<file path="config.mk">
export PLATFORM = sky130hd
export DESIGN_NAME = dma_chain_ctrl
export DESIGN_NICKNAME = d
export VERILOG_FILES = /design/src/rtl/dma_chain_pkg.sv /design/src/rtl/dma_chain_regs.sv /design/src/rtl/dma_chain_desc.sv /design/src/rtl/dma_chain_fsm.sv /design/src/rtl/dma_chain_ctrl.sv
export SDC_FILE = /design/constraint.sdc
export NUM_CORES = 1
export LEC_CHECK = 0
export BUFFER_PORTS_ARGS = -buffer_cell sky130_fd_sc_hd__buf_4
export CAP_MARGIN = 20
export CORE_AREA = 2 2 134 136
export DETAILED_ROUTE_END_ITERATION = 10
export DIE_AREA = 0 0 136 138
export GPL_ROUTABILITY_DRIVEN = 1
export GPL_TIMING_DRIVEN = 1
export HOLD_SLACK_MARGIN = 0.02
export PLACE_DENSITY = 0.81
export REMOVE_ABC_BUFFERS = 1
export SLEW_MARGIN = 20
export SYNTH_ARGS = -nofsm -noshare
export SYNTH_HDL_FRONTEND = slang
export SYNTH_HIERARCHICAL = 1
export SYNTH_SLANG_ARGS = --single-unit
</file>
<file path="constraint.sdc">
create_clock -name clk -period 5.25 [get_ports clk]
set_input_delay 0.2625 -clock clk [delete_from_list [all_inputs] [get_ports clk]]
set_output_delay 0.2625 -clock clk [all_outputs]
set_load 0.02 [all_outputs]
</file>
<file path="src/rtl/dma_chain_pkg.sv">
package dma_chain_pkg;
    localparam int ALIGN_BITS = 3;
    localparam int DESC_WORDS = 4;
    localparam int IDX_W      = $clog2(DESC_WORDS);

    typedef enum logic [2:0] {
        ST_IDLE,
        ST_RUN,
        ST_REQ,
        ST_RSP,
        ST_LOAD
    } chain_st_e;
endpackage

</file>
<file path="src/rtl/dma_chain_regs.sv">
module dma_chain_regs
    import dma_chain_pkg::*;
#(
    parameter int FLD_W = 33
) (
    input  logic             clk,
    input  logic             rst_n,
    input  logic             sw_wr_en,
    input  logic [FLD_W-1:0] sw_wr_fld,
    input  logic             fetching,
    input  logic             desc_load,
    input  logic [FLD_W-1:0] next_fld,
    input  logic             done_idle,
    output logic [FLD_W-1:0] chaddr,
    output logic             chain_en,
    output logic             xfer_act,
    output logic             wr_dropped,
    output logic             start
);
    logic accept;
    logic wr_nz;

    assign accept = sw_wr_en && !fetching;
    assign wr_nz  = |sw_wr_fld;
    assign start  = accept && wr_nz;

    always_ff @(posedge clk or negedge rst_n) begin
        if (!rst_n) begin
            chaddr     <= '0;
            chain_en   <= 1'b0;
            xfer_act   <= 1'b0;
            wr_dropped <= 1'b0;
        end else begin
            wr_dropped <= sw_wr_en && fetching;
            if (done_idle) begin
                xfer_act <= 1'b0;
            end
            if (accept) begin
                chaddr <= sw_wr_fld;
                if (wr_nz) begin
                    chain_en <= 1'b1;
                    xfer_act <= 1'b1;
                end else begin
                    chain_en <= 1'b0;
                end
            end else if (desc_load) begin
                if (|next_fld) begin
                    chaddr <= next_fld;
                end else begin
                    chain_en <= 1'b0;
                end
            end
        end
    end
endmodule

</file>
<file path="src/rtl/dma_chain_desc.sv">
module dma_chain_desc
    import dma_chain_pkg::*;
#(
    parameter int ADDR_W = 36,
    parameter int DATA_W = 64,
    parameter int CNT_W  = 32,
    localparam int FLD_W = ADDR_W - ALIGN_BITS
) (
    input  logic              clk,
    input  logic              rst_n,
    input  logic              cap_en,
    input  logic [IDX_W-1:0]  idx,
    input  logic [DATA_W-1:0] rsp_data,
    output logic [FLD_W-1:0]  next_fld,
    output logic [ADDR_W-1:0] src,
    output logic [ADDR_W-1:0] dst,
    output logic [CNT_W-1:0]  cnt
);
    logic unused_hi;
    assign unused_hi = ^rsp_data[DATA_W-1:ADDR_W] ^ ^rsp_data[ALIGN_BITS-1:0];

    always_ff @(posedge clk or negedge rst_n) begin
        if (!rst_n) begin
            next_fld <= '0;
            src      <= '0;
            dst      <= '0;
            cnt      <= '0;
        end else if (cap_en) begin
            unique case (idx)
                2'd0: next_fld <= rsp_data[ADDR_W-1:ALIGN_BITS];
                2'd1: src      <= rsp_data[ADDR_W-1:0];
                2'd2: dst      <= rsp_data[ADDR_W-1:0];
                default: cnt   <= rsp_data[CNT_W-1:0];
            endcase
        end
    end
endmodule

</file>
<file path="src/rtl/dma_chain_fsm.sv">
module dma_chain_fsm
    import dma_chain_pkg::*;
#(
    parameter int ADDR_W = 36,
    localparam int FLD_W = ADDR_W - ALIGN_BITS
) (
    input  logic              clk,
    input  logic              rst_n,
    input  logic              start,
    input  logic              xfer_done,
    input  logic              chain_en,
    input  logic [FLD_W-1:0]  chaddr,
    input  logic              rd_req_ready,
    input  logic              rd_rsp_valid,
    output chain_st_e         st,
    output logic [IDX_W-1:0]  idx,
    output logic              rd_req_valid,
    output logic [ADDR_W-1:0] rd_req_addr,
    output logic              fetching,
    output logic              desc_load,
    output logic              cap_en,
    output logic              done_idle
);
    localparam logic [IDX_W-1:0] LAST_IDX = IDX_W'(DESC_WORDS - 1);

    chain_st_e  st_nx;
    logic [FLD_W-1:0] word_fld;

    always_ff @(posedge clk or negedge rst_n) begin
        if (!rst_n) begin
            st  <= ST_IDLE;
            idx <= '0;
        end else begin
            st <= st_nx;
            if (st == ST_IDLE || st == ST_RUN) begin
                idx <= '0;
            end else if (cap_en) begin
                idx <= idx + 1'b1;
            end
        end
    end

    always_comb begin
        st_nx = st;
        unique case (st)
            ST_IDLE: if (start)        st_nx = ST_REQ;
            ST_RUN:  if (xfer_done)    st_nx = chain_en ? ST_REQ : ST_IDLE;
            ST_REQ:  if (rd_req_ready) st_nx = ST_RSP;
            ST_RSP:  if (rd_rsp_valid) st_nx = (idx == LAST_IDX) ? ST_LOAD : ST_REQ;
            ST_LOAD:                   st_nx = ST_RUN;
            default:                   st_nx = ST_IDLE;
        endcase
    end

    always_comb begin
        word_fld     = chaddr + FLD_W'(idx);
        rd_req_addr  = {word_fld, {ALIGN_BITS{1'b0}}};
        rd_req_valid = (st == ST_REQ);
        fetching     = (st == ST_REQ) || (st == ST_RSP) || (st == ST_LOAD);
        desc_load    = (st == ST_LOAD);
        cap_en       = (st == ST_RSP) && rd_rsp_valid;
        done_idle    = (st == ST_RUN) && xfer_done && !chain_en;
    end
endmodule

</file>
<file path="src/rtl/dma_chain_ctrl.sv">
module dma_chain_ctrl
    import dma_chain_pkg::*;
#(
    parameter int ADDR_W = 36,
    parameter int DATA_W = 64,
    parameter int CNT_W  = 32
) (
    input  logic              clk,
    input  logic              rst_n,
    input  logic              sw_wr_en,
    input  logic [DATA_W-1:0] sw_wr_data,
    output logic [DATA_W-1:0] sw_rd_data,
    input  logic              xfer_done,
    output logic              rd_req_valid,
    input  logic              rd_req_ready,
    output logic [ADDR_W-1:0] rd_req_addr,
    input  logic              rd_rsp_valid,
    input  logic [DATA_W-1:0] rd_rsp_data,
    output logic              desc_load,
    output logic [ADDR_W-1:0] desc_src,
    output logic [ADDR_W-1:0] desc_dst,
    output logic [CNT_W-1:0]  desc_cnt,
    output logic              chain_en,
    output logic              xfer_act,
    output logic              wr_dropped
);
    localparam int FLD_W = ADDR_W - ALIGN_BITS;

    chain_st_e        st;
    logic [IDX_W-1:0] idx;
    logic [FLD_W-1:0] chaddr;
    logic [FLD_W-1:0] next_fld;
    logic             fetching;
    logic             cap_en;
    logic             done_idle;
    logic             start;
    logic             unused_wr;

    assign unused_wr  = ^sw_wr_data[DATA_W-1:ADDR_W] ^ ^sw_wr_data[ALIGN_BITS-1:0];
    assign sw_rd_data = {{(DATA_W-ADDR_W){1'b0}}, chaddr, {ALIGN_BITS{1'b0}}};

    dma_chain_regs #(.FLD_W(FLD_W)) u_regs (
        .clk(clk), .rst_n(rst_n),
        .sw_wr_en(sw_wr_en), .sw_wr_fld(sw_wr_data[ADDR_W-1:ALIGN_BITS]),
        .fetching(fetching), .desc_load(desc_load), .next_fld(next_fld),
        .done_idle(done_idle), .chaddr(chaddr), .chain_en(chain_en),
        .xfer_act(xfer_act), .wr_dropped(wr_dropped), .start(start)
    );

    dma_chain_fsm #(.ADDR_W(ADDR_W)) u_fsm (
        .clk(clk), .rst_n(rst_n), .start(start), .xfer_done(xfer_done),
        .chain_en(chain_en), .chaddr(chaddr), .rd_req_ready(rd_req_ready),
        .rd_rsp_valid(rd_rsp_valid), .st(st), .idx(idx),
        .rd_req_valid(rd_req_valid), .rd_req_addr(rd_req_addr),
        .fetching(fetching), .desc_load(desc_load), .cap_en(cap_en),
        .done_idle(done_idle)
    );

    dma_chain_desc #(.ADDR_W(ADDR_W), .DATA_W(DATA_W), .CNT_W(CNT_W)) u_desc (
        .clk(clk), .rst_n(rst_n), .cap_en(cap_en), .idx(idx),
        .rsp_data(rd_rsp_data), .next_fld(next_fld),
        .src(desc_src), .dst(desc_dst), .cnt(desc_cnt)
    );
endmodule

</file>
==> key figures, run 1 <==
Status
  • Status: completed

STA
  • Post-route setup TNS: 0 ps
  • Relative slew slack: 0.307
  • Fin crit share: 0.646
  • Unrepaired setup endpoints after global routing: no
  • Final Hold Fails: 0
  • Fmax: 0.295 GHz
  • Max Slew Vio Count: 0
  • Clock Skew: slightly above 7 ps
  • Final hold slack: around 80 ps
  • Fin crit period: 3390 ps
  • Final setup viols: 0
  • Worst Tran Pin Value: 1040 ps

Placement
  • Placed cell count: between 1000 and 1500
  • DP HPWL: 16300 µm
  • Final GP Congestion: 0.846
  • Port Buffer Count: 249

Detailed routing
  • 1st-iter DRT viols: between 200 and 300
  • Via density: 5.18
  • Via count: 6032
  • Final wirelength: ~22000 µm
  • Post-DRT Antenna Nets: 0
  • Per-cell routed wire length: approximately 19 µm
  • Residual DRC: 0
  • Router iterations before antenna repair: 6

Synthesis
  • Synth Warn #: 6
  • Distinct cells, synth: 44
  • Cell Area, Synth: 0.00850 mm²
  • Commonest register cell after synthesis: dfrtp_1
  • Most numerous cell in the Yosys netlist: dfrtp_1
  • Post-synth EDFFs: 0
  • Top cell type by total area after synthesis: dfrtp_1
  • Yosys reg bits: 178
  • Top cells by count, synth: dfrtp_1 (178), mux2_2 (138), nand2_1 (119)
  • Syn Area/Cell: 12.6 µm²
  • Top cell type's share of synthesized area: 0.524
  • Syn Inst Count: 675
  • Share of flip-flops with an asynchronous set or reset: 1.00
  • Seq/Total Area, Yosys: 0.524
  • Ranking of synthesized cells by area: dfrtp_1 (52%), mux2_2 (18%), mux2_4 (5.3%)

Min path
  • Min-Delay Path Class: input port to flip-flop
  • Hold Crit Depth: 2

CTS
  • Root Driver: clkbuf_16
  • CTS Hold Bufs: 1
  • CTS Buf Count: 17
  • CTS max path bufs: 2
  • Sink Count: 178
  • Worst-path clk slew: 70 ps
  • H-tree depth: 4
  • Clk Latency, worst-skew pair: 430 ps
  • Post-CTS Setup Bufs: 0
  • Resize count post-CTS: 0
  • TritonCTS clock tree: built

Worst setup path
  • Worst setup SP type: flip-flop
  • Crit path required time: approximately 5000 ps
  • Worst reg-to-reg path cell count: 5
  • CP Capture Type: output pin
  • Critical path type: flip-flop to output pin
  • Worst-path fanout max: 8
  • Crit path DAT: about 3100 ps

GRT
  • Largest net degree at the start of global routing: 72
  • First-pass GRT wire length: 34700 µm
  • Number of global-route vias before repair: 6215
  • Total grt overflow: 0
  • Gr usage total: 0.242
  • Initial antenna violation count: 0

Die
  • Die W: 136 µm
  • Core ar.: around 0.018 mm²
  • Boundary Pins: 343
  • Die area: 0.0188 mm²
  • Number of cell rows: 49
  • Die Span Y: approximately 140 µm
  • Starting density of the core: 0.485

Pwr
  • Pwr dens: 673 mW/mm²
  • Leak Pwr: around 0.0054 µW
  • PnR Total Power: 7380 µW
  • VDD IR max: about 0.36 mV

Finish
  • Final non-filler cell total: 1164
  • Share of cells above drive strength 1: 0.505
  • Nets: 1060
  • Post-layout util: 0.626
  • Layout area overhead: 29.0%
  • N_diodes: 0

Job
  • Total of max-cap violations: 0
==> cell usage in the layout (no fill, tap or decap), drive strengths merged, types with 3 or more instances in the layout <==
cell type / instances
and4: 3
buf: 256
clkbuf: 20
clkinv: 4
conb: 34
dfrtp: 178
ha: 3
inv: 16
mux2: 170
nand2: 119
nand2b: 4
nand3: 12
nand4: 17
nor2: 13
nor3: 3
nor4: 18
o21ai: 6
xnor2: 26
xor2: 5
==> area by class of cell <==
| class | count | area [µm²] |
|---|---|---|
| clock buffers | 19 | 453 |
| clock inverters | 13 | 148 |
| fillers | 1423 | 6570 |
| inverters | 11 | 41.3 |
| multi-input cells | 456 | 3640 |
| flip-flops and latches | 178 | 4450 |
| well taps | 229 | 287 |
| repair buffers | 258 | 1950 |
==> critical path, stage by stage (launching register included) <==
cell and delay, ps:
dfrtp_1 510, ha_1 250, inv_1 70, fa_1 420, nand4b_1 330, nor2_1 540, nand4b_1 200, xnor2_1 210
buf_4 170
==> report_power, final <==
| part | total, µW | internal (µW) | switching, µW |
|---|---|---|---|
| Combinational | 3450 | 1700 | 1750 |
| Clock | 1290 | 736 | 552 |
| Sequential | 2650 | 2030 | 613 |
==> sequential cells by signal, summed over array words and instances (netlist names) <==
register and count:
u_desc/cnt 32, u_desc/dst 36, u_desc/next_fld 33, u_desc/src 36, u_fsm/idx 2, u_fsm/st 3, u_regs/chaddr 33, u_regs/chain_en 1
u_regs/wr_dropped 1, u_regs/xfer_act 1
==> final timing paths <==
path	from	end	slack, ps
max	u_fsm/idx[0]	rd_req_addr[31]	1860
min	rd_rsp_data[32]	u_desc/next_fld[29]	80
max reg2reg	u_fsm/st[2]	u_desc/next_fld[17]	2290
min reg2reg	u_desc/cnt[5]	u_desc/cnt[5]	510
max in group asynchronous	rst_n	u_desc/dst[33]	3660
min in group asynchronous	rst_n	u_desc/src[3]	330
==> through the flow <==
step	worst slack (ps)	cell area [µm²]
6_report	1860	11000
3_5_place_dp	2260	10400
2_1_floorplan	1980	8130
3_3_place_gp	2290	10400
5_1_grt	1600	11000
4_1_cts	1810	11000
==> metal layers <==
layer / up-vias / global-route usage / share of wire
met2: 224 / 0.401 / 0.50
met3: 34 / 0.0642 / 0.072
met5: - / 0 / 0
met1: 3002 / 0.303 / 0.41
met4: 0 / 0.0866 / 0.024
li1: 2772 / - / -
==> cells by family (layout without fill, tap and decap cells) <==
| family | count (synthesis) | after routing | share of synthesized area |
|---|---|---|---|
| and+or+nand+nor | 202 | 202 | 0.123 |
| buffers and inverters | 73 | 301 | 0.0629 |
| AOI/OAI and AO/OA | 13 | 13 | 0.00928 |
| muxes | 172 | 172 | 0.241 |
| xor gates and xnor gates | 31 | 31 | 0.0319 |
| adders and majority gates | 4 | 4 | 0.00677 |
| DFF | 178 | 178 | 0.524 |
| other | 2 | 34 | 0.000884 |
No activity file was read; power rests on OpenSTA's default activity.
==> inputs of run 2 (changes only) <==
--- a/config.mk
+++ b/config.mk
@@ -5,15 +5,16 @@
 export SDC_FILE = /design/constraint.sdc
 export NUM_CORES = 1
 export LEC_CHECK = 0
+export ABC_AREA = 1
 export BUFFER_PORTS_ARGS = -buffer_cell sky130_fd_sc_hd__buf_4
 export CAP_MARGIN = 20
-export CORE_AREA = 2 2 134 136
+export CORE_MARGIN = 1
+export CORE_UTILIZATION = 51
 export DETAILED_ROUTE_END_ITERATION = 10
-export DIE_AREA = 0 0 136 138
 export GPL_ROUTABILITY_DRIVEN = 1
 export GPL_TIMING_DRIVEN = 1
 export HOLD_SLACK_MARGIN = 0.02
-export PLACE_DENSITY = 0.81
+export PLACE_DENSITY = 0.82
 export REMOVE_ABC_BUFFERS = 1
 export SLEW_MARGIN = 20
 export SYNTH_ARGS = -nofsm -noshare
==> constraint.sdc (replaced) <==
create_clock -name clk -period 3.4 [get_ports clk]
set_input_delay 0.17 -clock clk [delete_from_list [all_inputs] [get_ports clk]]
set_output_delay 0.17 -clock clk [all_outputs]
set_load 0.02 [all_outputs]
==> key figures, run 2 <==
Status
  • Status: completed

CTS
  • CTS Hold Bufs: 35
  • TritonCTS clock tree: built
  • H-tree depth: 4
  • CTS max path bufs: 2
  • Worst-path clk slew: 70 ps
  • CTS Buf Count: 17
  • Sink Count: about 180
  • Root Driver: clkbuf_16
  • Post-CTS Setup Bufs: 0
  • Clk Latency, worst-skew pair: about 430 ps
  • Resize count post-CTS: 0

STA
  • Final setup viols: 0
  • Clock Skew: 12.2 ps
  • Final hold slack: 35.1 ps
  • Relative slew slack: 0.529
  • Final Hold Fails: 0
  • Unrepaired setup endpoints after global routing: no
  • Post-route setup TNS: 0 ps
  • Max Slew Vio Count: 0
  • Fmax: around 0.36 GHz
  • Fin crit share: 0.821
  • Fin crit period: 2790 ps
  • Worst Tran Pin Value: 706 ps

Synthesis
  • Syn Area/Cell: slightly below 8 µm²
  • Most numerous cell in the Yosys netlist: nand2_1
  • Post-synth EDFFs: 0
  • Top cell type by total area after synthesis: dfrtp_1
  • Top cell type's share of synthesized area: 0.462
  • Top cells by count, synth: nand2_1 (471), dfrtp_1 (178), nand3_1 (121)
  • Synth Warn #: 6
  • Seq/Total Area, Yosys: 0.462
  • Distinct cells, synth: 32
  • Commonest register cell after synthesis: dfrtp_1
  • Syn Inst Count: 1225
  • Yosys reg bits: about 180
  • Ranking of synthesized cells by area: dfrtp_1 (46%), nand2_1 (18%), nand4_1 (7.0%)
  • Cell Area, Synth: roughly 0.0096 mm²
  • Share of flip-flops with an asynchronous set or reset: 1.00

Detailed routing
  • Via count: 9320
  • Final wirelength: 28600 µm
  • Residual DRC: 0
  • Router iterations before antenna repair: 5
  • Via density: around 5.5
  • Per-cell routed wire length: 16.8 µm
  • 1st-iter DRT viols: approximately 700
  • Post-DRT Antenna Nets: 0

Placement
  • Final GP Congestion: a little over 0.9
  • Area after DPL: 0.0112 mm²
  • Port Buffer Count: 249
  • DP HPWL: 19200 µm
  • Placed cell count: 1639

GRT
  • Number of global-route vias before repair: 8887
  • Largest net degree at the start of global routing: 139
  • Gr usage total: 0.299
  • Total grt overflow: 0
  • Initial antenna violation count: 0
  • First-pass GRT wire length: 46100 µm

Die
  • Die W: 139 µm
  • Number of cell rows: 49
  • Die Span Y: 139 µm
  • Boundary Pins: 343
  • Core ar.: around 0.018 mm²
  • Starting density of the core: 0.528
  • Die area: 0.0195 mm²

Worst setup path
  • Crit path required time: about 3200 ps
  • Crit path DAT: 2620 ps
  • Critical path type: flip-flop to output pin
  • CP Capture Type: output pin
  • Worst-path fanout max: 5
  • Worst setup SP type: flip-flop

Finish
  • Top flop regs: u_desc/dst (36), u_desc/src (36)
  • Layout area overhead: 25.5%
  • Share of cells above drive strength 1: 0.217
  • N_diodes: 0
  • Cell area after layout: 0.0121 mm²
  • Register area: 0.00446 mm²
  • Footprint of the multi-input gates: 0.00417 mm²
  • Commonest non-fill, non-tap cell in the layout: nand2_1
  • Fillers: 1503
  • Nets: around 1600
  • Final non-filler cell total: 1706
  • Most frequent cells in the layout: nand2_1 (471), buf_4 (257), dfrtp_1 (176), nand3_1 (121), nand4_1 (108)

Pwr
  • VDD IR max: 0.391 mV
  • Pwr dens: 834 mW/mm²
  • Leak Pwr: between 0.006 and 0.007 µW
  • PnR Total Power: 10100 µW

Min path
  • Min-Delay Path Class: input port to flip-flop

Job
  • Total of max-cap violations: 0
-- run 2: cell count changes in the layout (fill, tap and decap cells not counted), moves of 7 or more --
cell,before,now
nand4_1,16,108
nor2_1,13,72
dlygate4sd3_1,1,35
nand3b_1,2,9
mux2_2,138,0
xnor2_1,26,5
mux2_4,30,0
o21ai_0,6,36
nor2_4,0,8
nor4_1,9,1
nand3_1,11,121
inv_1,11,69
nand2_1,119,471
-- run 2: cell type report --
type | count | area share
repair buffers | 295 | 0.193
clock inverters | 14 | 0.0118
flip-flops and latches | 178 | 0.368
multi-input cells | 899 | 0.345
well taps | 229 | 0.0237
inverters | 73 | 0.0233
clock buffers | 18 | 0.0355
-- run 2: critical path: stages, from the launching register on --
cell	delay (ps)
dfrtp_2	510
inv_1	100
fa_1	500
inv_1	110
nand2_1	50
nor2_1	230
nand2_1	190
nor2_1	140
nor2_1	50
nor2_1	150
buf_4	170
-- run 2: cell families (layout without fill, tap and decap cells) --
| kind of cell | Yosys count | count (layout) | synth area share |
|---|---|---|---|
| fa+ha+maj | 4 | 4 | 0.00597 |
| buf+inv | 180 | 400 | 0.118 |
| compound gates | 39 | 39 | 0.0205 |
| xor+xnor | 13 | 13 | 0.0118 |
| simple gates | 809 | 809 | 0.381 |
| other cells | 2 | 34 | 0.000779 |
| flops | 178 | 178 | 0.462 |
-- run 2: final timing paths --
path                                startpoint                   to  slack, ps  cells after the start
hold / removal                  rd_rsp_data[7]   u_desc/next_fld[4]         40                      3
setup / recovery                  u_fsm/idx[1]      rd_req_addr[21]        610                     10
min in group asynchronous                rst_n        u_desc/src[2]        280                      2
setup reg to reg                   u_fsm/st[1]     u_regs/chaddr[5]        650                      7
hold reg to reg            u_desc/next_fld[22]  u_desc/next_fld[22]        470                      2
max in group asynchronous                rst_n       u_desc/src[32]       2190                      3
-- run 2: power breakdown --
part	switching, µW	leakage (µW)	internal, µW	total, µW
clock network	902	0.000282	1040	1940
registers	733	0.00235	2840	3570
logic	2940	0.00398	1650	4590
total	4570	0.00660	5520	10100
-- run 2: layer usage --
layer / part of all wire / vias up / track usage
met5: 0 / - / 0
met4: 0.023 / 0 / 0.105
met3: 0.072 / 44 / 0.0668
met2: 0.48 / 436 / 0.488
met1: 0.43 / 4458 / 0.392
li1: - / 4382 / -
-- run 2: through the flow --
step	util	worst slack (ps)
floorplan	-	-652
global placement	0.612	846
detailed placement	0.612	738
CTS	0.662	624
global route	0.662	370
finish	0.662	610
==> inputs of run 3 (changes only) <==
==> constraint.sdc (replaced) <==
create_clock -name clk -period 2.6 [get_ports clk]
set_input_delay 0.13 -clock clk [delete_from_list [all_inputs] [get_ports clk]]
set_output_delay 0.13 -clock clk [all_outputs]
set_load 0.02 [all_outputs]
==> key figures, run 3 (same netlist as run 2, synthesis figures left out) <==
Status
  • Status: completed

Detailed routing
  • 1st-iter DRT viols: 851
  • Via count: 9363
  • Final wirelength: ~29000 µm
  • Post-DRT Antenna Nets: 0
  • Per-cell routed wire length: 16.8 µm
  • Via density: about 5.5
  • Residual DRC: 0
  • Router iterations before antenna repair: 5

Finish
  • Layout area overhead: 26.9%
  • Nets: 1611
  • N_diodes: 0
  • Commonest non-fill, non-tap cell in the layout: nand2_1
  • Top flop regs: u_desc/dst (36), u_desc/src (36)
  • Post-layout util: 0.669
  • Most frequent cells in the layout: nand2_1 (470), buf_4 (261), dfrtp_1 (176), nand3_1 (121), nand4_1 (108)
  • Share of cells above drive strength 1: 0.223

STA
  • Unrepaired setup endpoints after global routing: no
  • Final Hold Fails: 0
  • Worst Tran Pin Value: around 630 ps
  • Max Slew Vio Count: 0
  • Fin crit period: between 2000 and 2500 ps
  • Fin crit share: 0.933
  • Clock Skew: 9.29 ps
  • Final setup viols: 0
  • Final hold slack: just over 50 ps
  • Relative slew slack: 0.575
  • Fmax: 0.412 GHz

Worst setup path
  • Reg2Reg Launch Point: u_fsm/idx[0]
  • Worst setup SP type: flip-flop
  • Reg2Reg Capture Point: u_desc/src[0]
  • Worst reg-to-reg path cell count: 5
  • Crit path required time: 2470 ps
  • Sequence of cells on the critical path: ha_1 > inv_1 > fa_2 > nor2_4 > nand2_4 > nor2_4 > xor2_1 > buf_4
  • R2R setup slack: around 340 ps
  • CP Capture Type: output pin
  • Crit path DAT: approximately 2300 ps
  • Worst-path fanout max: 5
  • Most frequent CP cell: nor2_4
  • Slowest CP cell: dfrtp_1
  • Critical Path Max Stage Delay: 370 ps
  • Critical path type: flip-flop to output pin

Pwr
  • Leak Pwr: 0.00666 µW
  • Combinational group share of total power: 0.457
  • VDD IR max: 0.509 mV
  • Reg power frac: 0.349
  • Pwr dens: 1090 mW/mm²
  • NetSw: 5940 µW
  • Power share of the clock group: 0.195
  • Switching part of the total: 0.447
  • Int Pwr: 7360 µW

CTS
  • CTS max path bufs: 2
  • Sink Count: between 150 and 200
  • CTS Buf Count: 17
  • TritonCTS clock tree: built
  • Clk Latency, worst-skew pair: 440 ps
  • Root Driver: clkbuf_16
  • Worst-path clk slew: about 70 ps
  • H-tree depth: 4

Die
  • Die W: 139 µm
  • Boundary Pins: 343
  • Number of cell rows: 49
  • Die area: 0.0195 mm²
  • Core ar.: between 0.015 and 0.02 mm²
  • Starting density of the core: 0.528
  • Die Span Y: 139 µm

Min path
  • Min-Delay Path Class: input port to flip-flop
  • Hold Crit Depth: 5
  • Min-Delay Startpoint: sw_wr_data[35]
  • Hold endpoint: u_regs/chaddr[32]

GRT
  • Largest net degree at the start of global routing: between 100 and 150
  • Busiest grt layer: met2
  • Number of global-route vias before repair: 8946
  • Routing usage on met3: 0.0674
  • First-pass GRT wire length: 45900 µm
  • Gr usage total: 0.300
  • Initial antenna violation count: 0
  • Total grt overflow: 0
  • M2 GR Usage: 0.486
  • Met1 usage: 0.381

Placement
  • DP HPWL: 19400 µm
  • Port Buffer Count: 249
  • Final GP Congestion: 0.943

Job
  • Total of max-cap violations: 0
[run 3: power groups by stage]
stage,clock network [µW],logic (µW),registers (µW)
floorplan,0,2430,5420
global placement,0,5840,4640
detailed placement,0,5960,4660
CTS,2620,6010,4620
global route,2740,6560,4770
finish,2590,6080,4640
[run 3: routing by layer]
layer | wire (µm) | vias to the layer above
met5 | 0 | -
met4 | 1120 | 0
met3 | 2370 | 77
met2 | 13500 | 490
met1 | 11800 | 4390
li1 | - | 4406
[run 3: layout make-up]
cell class | instances | area [µm²]
well taps | 229 | 287
repair buffers | 304 | 2430
clock buffers | 18 | 439
multi-input cells | 899 | 4180
clock inverters | 14 | 153
inverters | 73 | 282
fillers | 1495 | 6040
flip-flops and latches | 178 | 4460
[run 3: what timing repair did]
item,CTS,global route
endpoints found under the setup margin,2,8
hold buffers,38,0
pin swaps,0,0
setup buffers,0,2
hold endpoints to repair,188,0
gates resized for setup,1,3
[run 3: stage by stage]
stage | area [µm²] | worst slack [ps] | cells | power [µW] | setup TNS [ps]
global placement | 11200 | 423 | 1643 | 10500 | 0
floorplan | 8900 | -1450 | 1150 | 7840 | -181270
global route | 12200 | 24.0 | 1715 | 14100 | 0
finish | 12200 | 173 | 1715 | 13300 | 0
detailed placement | 11200 | 357 | 1643 | 10600 | 0
CTS | 12200 | 21.8 | 1713 | 13300 | 0
[run 3: worst max path at each step]
stage                                start         endpoint  slack, ps  cells after the start
final                     u_regs/chaddr[0]  rd_req_addr[19]        170                      8
after global routing      u_regs/chaddr[0]  rd_req_addr[21]         20                     11
after CTS                 u_regs/chaddr[0]  rd_req_addr[21]         20                     11
after detailed placement      u_fsm/idx[0]    u_desc/src[0]        360                      5
after global placement        u_fsm/idx[0]   u_desc/src[19]        420                      5
after floorplan                u_fsm/st[1]    u_desc/cnt[0]      -1450                      7
[run 3: critical path, delay by kind of cell (launching register included)]
family | cells | cell delay [ps]
buffers and inverters | 2 | 240
adders and majority gates | 2 | 550
and+or+nand+nor | 3 | 490
DFF | 1 | 370
xor gates and xnor gates | 1 | 210
